$ cat src/rtl/she_wave_pkg.sv
package she_wave_pkg;

    typedef enum logic [1:0] {
        Q_PEAK    = 2'd0,
        Q_DESCEND = 2'd1,
        Q_TROUGH  = 2'd2,
        Q_ASCEND  = 2'd3
    } quarter_e;

    typedef enum logic [1:0] {
        LVL_ZERO = 2'b00,
        LVL_POS  = 2'b01,
        LVL_NEG  = 2'b11
    } level_e;

    localparam int SHE_NUM_ANGLES = 5;

    // switching angles within one quarter, in hundredths of a degree
    function automatic int angle_cdeg(input int idx);
        case (idx)
            0:       return 2558;
            1:       return 2848;
            2:       return 4849;
            3:       return 5887;
            4:       return 6965;
            default: return 9000;
        endcase
    endfunction

    // rounded phase code for an angle, given the codes in one quarter
    function automatic longint angle_code(input int cdeg, input longint quarter_codes);
        return (longint'(cdeg) * quarter_codes * 2 + 64'sd9000) / 64'sd18000;
    endfunction

endpackage

$ cat src/rtl/she_phase_fold.sv
module she_phase_fold
    import she_wave_pkg::*;
#(
    parameter int PHASE_W = 16,
    localparam int OFF_W  = PHASE_W - 2
) (
    input  logic [PHASE_W-1:0] phase_i,
    output quarter_e           quarter_o,
    output logic [OFF_W-1:0]   offset_o,
    output logic               negate_o
);

    logic [OFF_W-1:0] raw_off;

    assign quarter_o = quarter_e'(phase_i[PHASE_W-1 -: 2]);
    assign raw_off   = phase_i[OFF_W-1:0];

    always_comb begin
        unique case (quarter_o)
            Q_PEAK: begin
                offset_o = raw_off;
                negate_o = 1'b0;
            end
            Q_DESCEND: begin
                offset_o = ~raw_off;
                negate_o = 1'b1;
            end
            Q_TROUGH: begin
                offset_o = raw_off;
                negate_o = 1'b1;
            end
            Q_ASCEND: begin
                offset_o = ~raw_off;
                negate_o = 1'b0;
            end
        endcase
    end

endmodule

$ cat src/rtl/she_angle_cmp.sv
module she_angle_cmp
    import she_wave_pkg::*;
#(
    parameter int OFF_W      = 14,
    parameter int NUM_ANGLES = SHE_NUM_ANGLES,
    localparam longint QCODES = longint'(1) << OFF_W
) (
    input  logic [OFF_W-1:0] offset_i,
    output logic             pulse_on_o
);

    logic [NUM_ANGLES-1:0] passed;

    for (genvar i = 0; i < NUM_ANGLES; i++) begin : g_thresh
        localparam logic [OFF_W-1:0] TH = OFF_W'(angle_code(angle_cdeg(i), QCODES));
        assign passed[i] = (offset_i >= TH);
    end

    // level toggles at each crossed angle, starting high at zero offset
    assign pulse_on_o = ~(^passed);

endmodule

$ cat src/rtl/she_level_sel.sv
module she_level_sel
    import she_wave_pkg::*;
(
    input  logic   pulse_on_i,
    input  logic   negate_i,
    output level_e level_o
);

    always_comb begin
        unique case ({pulse_on_i, negate_i})
            2'b10:   level_o = LVL_POS;
            2'b11:   level_o = LVL_NEG;
            default: level_o = LVL_ZERO;
        endcase
    end

endmodule

$ cat src/rtl/she_wave_gen.sv
module she_wave_gen
    import she_wave_pkg::*;
#(
    parameter int PHASE_W    = 16,
    parameter int NUM_ANGLES = SHE_NUM_ANGLES,
    localparam int OFF_W     = PHASE_W - 2
) (
    input  logic               clk,
    input  logic               rst,
    input  logic [PHASE_W-1:0] phase_i,
    output logic [1:0]         level_o,
    output logic [1:0]         quarter_o
);

    quarter_e         quarter_d, quarter_q;
    logic [OFF_W-1:0] folded_off;
    logic             negate;
    logic             pulse_on;
    level_e           level_d, level_q;

    she_phase_fold #(.PHASE_W(PHASE_W)) u_fold (
        .phase_i   (phase_i),
        .quarter_o (quarter_d),
        .offset_o  (folded_off),
        .negate_o  (negate)
    );

    she_angle_cmp #(.OFF_W(OFF_W), .NUM_ANGLES(NUM_ANGLES)) u_cmp (
        .offset_i   (folded_off),
        .pulse_on_o (pulse_on)
    );

    she_level_sel u_sel (
        .pulse_on_i (pulse_on),
        .negate_i   (negate),
        .level_o    (level_d)
    );

    // state register: quarter of the last sampled phase
    always_ff @(posedge clk) begin
        if (rst) quarter_q <= Q_PEAK;
        else     quarter_q <= quarter_d;
    end

    // output register: level
    always_ff @(posedge clk) begin
        if (rst) level_q <= LVL_ZERO;
        else     level_q <= level_d;
    end

    assign level_o   = level_q;
    assign quarter_o = quarter_q;

endmodule

$ cat config.mk
export PLATFORM = sky130hd
export DESIGN_NAME = she_wave_gen
export DESIGN_NICKNAME = d
export VERILOG_FILES = /design/src/rtl/she_wave_pkg.sv /design/src/rtl/she_phase_fold.sv /design/src/rtl/she_angle_cmp.sv /design/src/rtl/she_level_sel.sv /design/src/rtl/she_wave_gen.sv
export SDC_FILE = /design/constraint.sdc
export NUM_CORES = 1
export LEC_CHECK = 0
export BUFFER_PORTS_ARGS = -buffer_cell sky130_fd_sc_hd__buf_2
export CAP_MARGIN = 5
export CORE_MARGIN = 2
export CORE_UTILIZATION = 52
export DETAILED_ROUTE_END_ITERATION = 8
export PLACE_DENSITY = 0.81
export SETUP_SLACK_MARGIN = 0.05
export SLEW_MARGIN = 0
export SYNTH_ARGS = -nofsm -noshare
export SYNTH_HDL_FRONTEND = slang
export SYNTH_SLANG_ARGS = --single-unit
$ cat constraint.sdc
create_clock -name clk -period 4.2 [get_ports clk]
set_input_delay 1.05 -clock clk [delete_from_list [all_inputs] [get_ports clk]]
set_output_delay 1.05 -clock clk [all_outputs]
set_load 0.01 [all_outputs]
==> results by group, run 1 <==
Floorplan
  – Die W: 40.41 µm
  – Initial core utilization: 0.5434
  – Core area: 1269 µm²
  – Chip height: 40.41 µm
  – Die footprint: 1633 µm²
  – Row count: 13
  – I/O pin cnt: 22

Routing
  – First drt pass iteration count: 4
  – Post-route ant nets: 0
  – Via-to-Cell Ratio: 6.519
  – Average wire per standard cell: 13.57 µm
  – Vias: 867
  – DRC: 0
  – Final wirelength: 1.805 mm
  – Initial drt markers: 37

Cells and area
  – Area added between synthesis and finish: 16.70%
  – Core Util, Final: 0.6341
  – Final net count: 140
  – ANT cells: 0
  – Layout cell share with drive strength beyond 1: 0.2288

STA
  – Worst slew margin: 0.7193
  – Final Critical Period: 2845 ps
  – Pins over their slew limit: 0
  – Hold Vio Cnt, Final: 0
  – Final setup viols: 0
  – Total Negative Setup Slacks: 0 ps
  – Min Hold Slack: 1012 ps
  – Actual slew at the worst max-slew pin: 417.2 ps
  – Max Freq: 351.5 MHz
  – Final worst path period share: 0.6774
  – RSZ-0062 raised after global routing: false

Synthesis
  – Mapped Cells: 102
  – Netlist Area Pre-Place: 689.4 µm²
  – Top area cells in the synthesized netlist: dfxtp_1 12%, a31oi_1 4.5%, o22ai_1 4.5%
  – Top-area cell type share of the netlist area: 0.1162
  – Synth warn: 0
  – Syn_area_per_cell: 6.759 µm²
  – FF+latch count, synth: 4
  – Area leader, netlist: dfxtp_1
  – Register area share after synthesis: 0.1162
  – Post-synthesis net count: 122
  – Unique masters post-synth: 40

Setup path
  – Arr. time, crit path: 3000 ps
  – Crit start category: input port
  – Crit. End Element: flop
  – Critical Path RT: 4350 ps
  – Crit Path Class: in -> reg
  – Worst-path maximum fanout: 29

Power
  – Total power: 153.4 µW
  – Sw frac: 0.3431
  – Switch Pwr: 52.64 µW
  – Pint: 100.8 µW
  – Sequential share of power: 0.273
  – Clock network power share: 0.290
  – Combinational fraction of design power: 0.437
  – Pwr dens: 190.7 nW/µm²
  – Peak supply drop: 0.07603 mV
  – Static Leak: 0.3163 nW

Global route
  – First-pass GRT wire length: 2.932 mm
  – Total congestion overflow: 0
  – Number of antenna violations at the first check in global routing: 0
  – GRT Total Usage: 0.2559
  – Vias in the first global route: 722
  – Maximum number of pins on one net before global-route repair: 30

CTS
  – CTS tree: done
  – H-Tree Depth: 1
  – # hold bufs at CTS: 0
  – Post-cts sizing count: 0
  – Maximum buffer depth of the clock tree: 2
  – Total CTS buffers: 3
  – Worst-path clk slew: 40 ps
  – Clk root buf: clkbuf_4
  – # clock sinks: 4
  – Setup bufs post-CTS: 0

Placement
  – I/O Buffers: 21
  – Global placer's final weighted congestion: 0.9248
  – DPL Wire Length: 1.339 mm

Min path
  – Worst hold path class: in -> reg

Outcome
  – Status: finished clean

Flow run
  – Max-Cap Viols: 0
area by class of cell:
class                           instances  area (µm²)
Clock buffer                            3       22.52
Fill cell                             117       464.2
Inverter                                2       7.507
Multi-Input combinational cell         88       570.5
Sequential cell                         4       80.08
Tap cell                               15       18.77
Timing Repair Buffer                   21       105.1
through the flow:
step,setup WS (ps),area [µm²],instances
final,1355,804.5,133
after detailed placement,1149,782.0,130
after floorplan,1617,689.4,102
after CTS,1382,804.5,133
after global routing,1229,804.5,133
after global placement,1213,782.0,130
power groups by stage:
stage,logic [mW],clock network (mW),registers (mW)
6_report,0.0670,0.0445,0.0419
5_1_grt,0.0750,0.0490,0.0424
4_1_cts,0.0659,0.0459,0.0420
3_5_place_dp,0.0656,0,0.0425
3_3_place_gp,0.0641,0,0.0425
2_1_floorplan,0.0409,0,0.0445
state kept, by name, summed over array words and instances, names as in the netlist:
signal,flops
quarter_o,2
level_o,2
path summary, 6_finish.rpt:
path,startpoint,to,slack (ps),cells past startpoint
max,phase_i[14],level_o[1]$_SDFF_PP0_,1350,7
min,rst,quarter_o[1]$_SDFF_PP0_,1010,2
critical path: stages:
cell and delay [ps]:
buf_2 350, nand2_1 200, or4b_1 530, a21oi_1 190, a221oi_1 120, or3_1 400, nor3_2 150
synthesized netlist by cell type:
library cell	n
xnor2_1	1
o32ai_1	1
a21oi_1	5
a221oi_1	2
nor3_2	1
o21ai_0	6
nor4bb_1	1
o31ai_1	1
buf_2	1
dfxtp_1	4
nor3_1	3
o22ai_1	5
ha_1	2
or2_2	1
or2_1	1
and3_1	1
a22oi_1	1
a2111o_1	1
nor4_1	1
and3b_1	1
nand3_1	4
nor2b_1	3
clkbuf_1	7
o31a_1	3
or4_1	2
nand2b_1	4
nor2_1	5
nor3b_1	3
nand2_1	8
nand3b_1	1
a31oi_1	5
or3_1	3
a31o_2	1
o21ai_1	1
inv_1	2
a311oi_1	1
o21a_1	4
mux2i_1	1
or4b_1	2
nand4_1	2
logic make-up after synthesis:
logic type	count (synthesis)	synth area share
simple gates	47	0.4029
fa+ha+maj	2	0.03629
xor+xnor	1	0.01271
mux	1	0.01452
buf+inv	10	0.05627
compound gates	37	0.3612
flops	4	0.1162
cell usage in the layout, fill, tap and decap left out, types with 3 or more instances in the layout:
| cell | netlist | routed |
|---|---|---|
| dfxtp_1 | 4 | 4 |
| a21oi_1 | 5 | 5 |
| nand2b_1 | 4 | 4 |
| nand2_1 | 8 | 8 |
| o31a_1 | 3 | 3 |
| o22ai_1 | 5 | 5 |
| nor3b_1 | 3 | 3 |
| o21ai_0 | 6 | 6 |
| a31oi_1 | 5 | 5 |
| nor2_1 | 5 | 5 |
| buf_2 | 1 | 21 |
| nand3_1 | 4 | 4 |
| or3_1 | 3 | 3 |
| nor3_1 | 3 | 3 |
| o21a_1 | 4 | 4 |
| clkbuf_4 | 0 | 3 |
| nor2b_1 | 3 | 3 |
routing by layer:
| layer | vias up | track usage | wire [µm] |
|---|---|---|---|
| li1 | 431 | - | - |
| met1 | 383 | 0.3312 | 752 |
| met2 | 49 | 0.4325 | 903 |
| met3 | 4 | 0.01111 | 127 |
| met4 | 0 | 0.1083 | 22 |
| met5 | - | 0 | 0 |
Power figures use the tool's default switching activity.
==> inputs of run 2 (changes only) <==
--- a/config.mk
+++ b/config.mk
@@ -8,9 +8,9 @@
 export BUFFER_PORTS_ARGS = -buffer_cell sky130_fd_sc_hd__buf_2
 export CAP_MARGIN = 5
 export CORE_MARGIN = 2
-export CORE_UTILIZATION = 52
+export CORE_UTILIZATION = 49
 export DETAILED_ROUTE_END_ITERATION = 8
-export PLACE_DENSITY = 0.81
+export PLACE_DENSITY = 0.77
 export SETUP_SLACK_MARGIN = 0.05
 export SLEW_MARGIN = 0
 export SYNTH_ARGS = -nofsm -noshare
==> constraint.sdc (replaced) <==
create_clock -name clk -period 2.9 [get_ports clk]
set_input_delay 0.725 -clock clk [delete_from_list [all_inputs] [get_ports clk]]
set_output_delay 0.725 -clock clk [all_outputs]
set_load 0.01 [all_outputs]
==> results by group, run 2 (synthesis gave the netlist of run 1 again) <==
CTS
  – Total CTS buffers: 3 (unchanged)
  – Maximum buffer depth of the clock tree: 2 (unchanged)
  – # clock sinks: 4 (unchanged)
  – Post-cts sizing count: 0 (unchanged)
  – Setup bufs post-CTS: 0 (unchanged)
  – CTS tree: done
  – Clk root buf: clkbuf_4
  – H-Tree Depth: 1 (unchanged)
  – Worst-path clk slew: 30 ps (about the same)
  – # hold bufs at CTS: 0 (unchanged)

Floorplan
  – Die W: 41.51 µm (+2.7%)
  – Row count: 13 (unchanged)
  – I/O pin cnt: 22 (unchanged)
  – Core area: 1301 µm² (+2.6%)
  – Initial core utilization: 0.5298 (-0.01358)
  – Chip height: 41.51 µm (+2.7%)
  – Die footprint: 1723 µm² (+5.5%)

Routing
  – First drt pass iteration count: 4 (unchanged)
  – Initial drt markers: 48 (+30%)
  – Post-route ant nets: 0 (unchanged)
  – Vias: 896 (+3.3%)
  – DRC: 0 (unchanged)
  – Average wire per standard cell: 13.66 µm (+0.68%)
  – Via-to-Cell Ratio: 6.687 (+2.6%)
  – Final wirelength: 1.831 mm (+1.4%)

Power
  – Total power: 224.2 µW (+46%)
  – Static Leak: 0.3211 nW (+1.5%)
  – Peak supply drop: 0.09240 mV (+22%)
  – Pwr dens: 276.1 nW/µm² (+45%)

Placement
  – Dpl ws: 368.6 ps (-780.4 ps)
  – Global placer's final weighted congestion: 0.9596 (+3.8%)
  – DPL Wire Length: 1.372 mm (+2.5%)
  – Placed instance count: 131 (+0.77%)
  – I/O Buffers: 21 (unchanged)
  – Area post-placement: 789.5 µm² (+0.96%)

Setup path
  – Family with the most delay on the worst path: simple AND/OR/NAND/NOR gates
  – Critical Path Most Common Cell: or3_1
  – CP Buf/Inv Count: 2 (+1)
  – Slowest stage delay, CP: 390 ps (-140 ps)
  – Critical-path cell with the highest stage delay: or3_1
  – Arr. time, crit path: 2490 ps (-510 ps)
  – Critical path, cell by cell: buf_2 -> buf_4 -> or3_1 -> o22ai_1 -> a21oi_1 -> o31a_1 -> or3_1 -> nor3_2
  – Crit. End Element: flop
  – Crit Path Class: in -> reg
  – Crit path launch: phase_i[14]
  – Critical Path RT: 3060 ps (-1290 ps)
  – Crit start category: input port
  – Worst-path maximum fanout: 19 (-34%)

STA
  – Final Critical Period: 2330 ps
  – RSZ-0062 raised after global routing: false
  – Final worst path period share: 0.8034
  – Min Hold Slack: 685.5 ps (-326.5 ps)
  – Final setup viols: 0 (unchanged)
  – Total Negative Setup Slacks: 0 ps (unchanged)
  – Hold Vio Cnt, Final: 0 (unchanged)
  – Pins over their slew limit: 0 (unchanged)
  – Post-route setup slack: 570.1 ps (-784.7 ps)
  – Worst slew margin: 0.6836 (-0.03568)
  – Max Freq: 429.2 MHz
  – Actual slew at the worst max-slew pin: 470.2 ps (+53.03 ps)

Cells and area
  – Most frequent cells in the layout: 21 x buf_2, 8 x nand2_1, 6 x o21ai_0
  – Core Util, Final: 0.6240 (-0.01008)
  – Most common cell after layout, fill and taps aside: buf_2
  – Non-filler cells, final: 134 (+0.75%)
  – Layout cell share with drive strength beyond 1: 0.2353 (+0.006481)
  – Area added between synthesis and finish: 17.79%
  – Design area: 812.0 µm² (+0.93%)
  – Final net count: 141 (+0.71%)
  – ANT cells: 0 (unchanged)

Flow run
  – Max-Cap Viols: 0 (unchanged)

Global route
  – First-pass GRT wire length: 3.049 mm (+4.0%)
  – Maximum number of pins on one net before global-route repair: 20 (-33%)
  – Number of antenna violations at the first check in global routing: 0 (unchanged)
  – GRT Total Usage: 0.2170 (-0.03888)
  – Total congestion overflow: 0 (unchanged)
  – Vias in the first global route: 720 (-0.28%)

Outcome
  – Status: finished clean

Min path
  – Worst hold endpoint: quarter_o[1]$_SDFF_PP0_
  – Worst hold start: rst
  – Hold path cells: 2 (unchanged)
  – Worst hold path class: in -> reg
run 2: power by group:
group          total, mW  internal (mW)  switching (mW)
clock             0.0652         0.0460          0.0191
combinational     0.0983         0.0409          0.0573
sequential        0.0607         0.0599        0.000802
run 2: metal layers:
| metal | track usage | vias up | wire, µm |
|---|---|---|---|
| li1 | - | 435 | - |
| met1 | 0.2763 | 413 | 783 |
| met2 | 0.3719 | 48 | 912 |
| met3 | 0.02609 | 0 | 135 |
| met4 | 0.07742 | 0 | 0 |
| met5 | 0 | - | 0 |
run 2: final cells by class:
class                      instances  area [µm²]
multi-input combinational         88       570.5
fill                             129       489.2
timing repair buffer              22       112.6
sequential                         4       80.08
clock buffer                       3       22.52
tap                               15       18.77
inverter                           2       7.507
run 2: worst max-delay path by stage:
stage	cells past startpoint	slack, ps	end
after floorplan	7	640	level_o[1]$_SDFF_PP0_
after global placement	7	390	level_o[0]$_SDFF_PP0_
after detailed placement	8	370	level_o[1]$_SDFF_PP0_
after CTS	8	600	level_o[1]$_SDFF_PP0_
after global routing	7	480	level_o[0]$_SDFF_PP0_
final	8	570	level_o[1]$_SDFF_PP0_
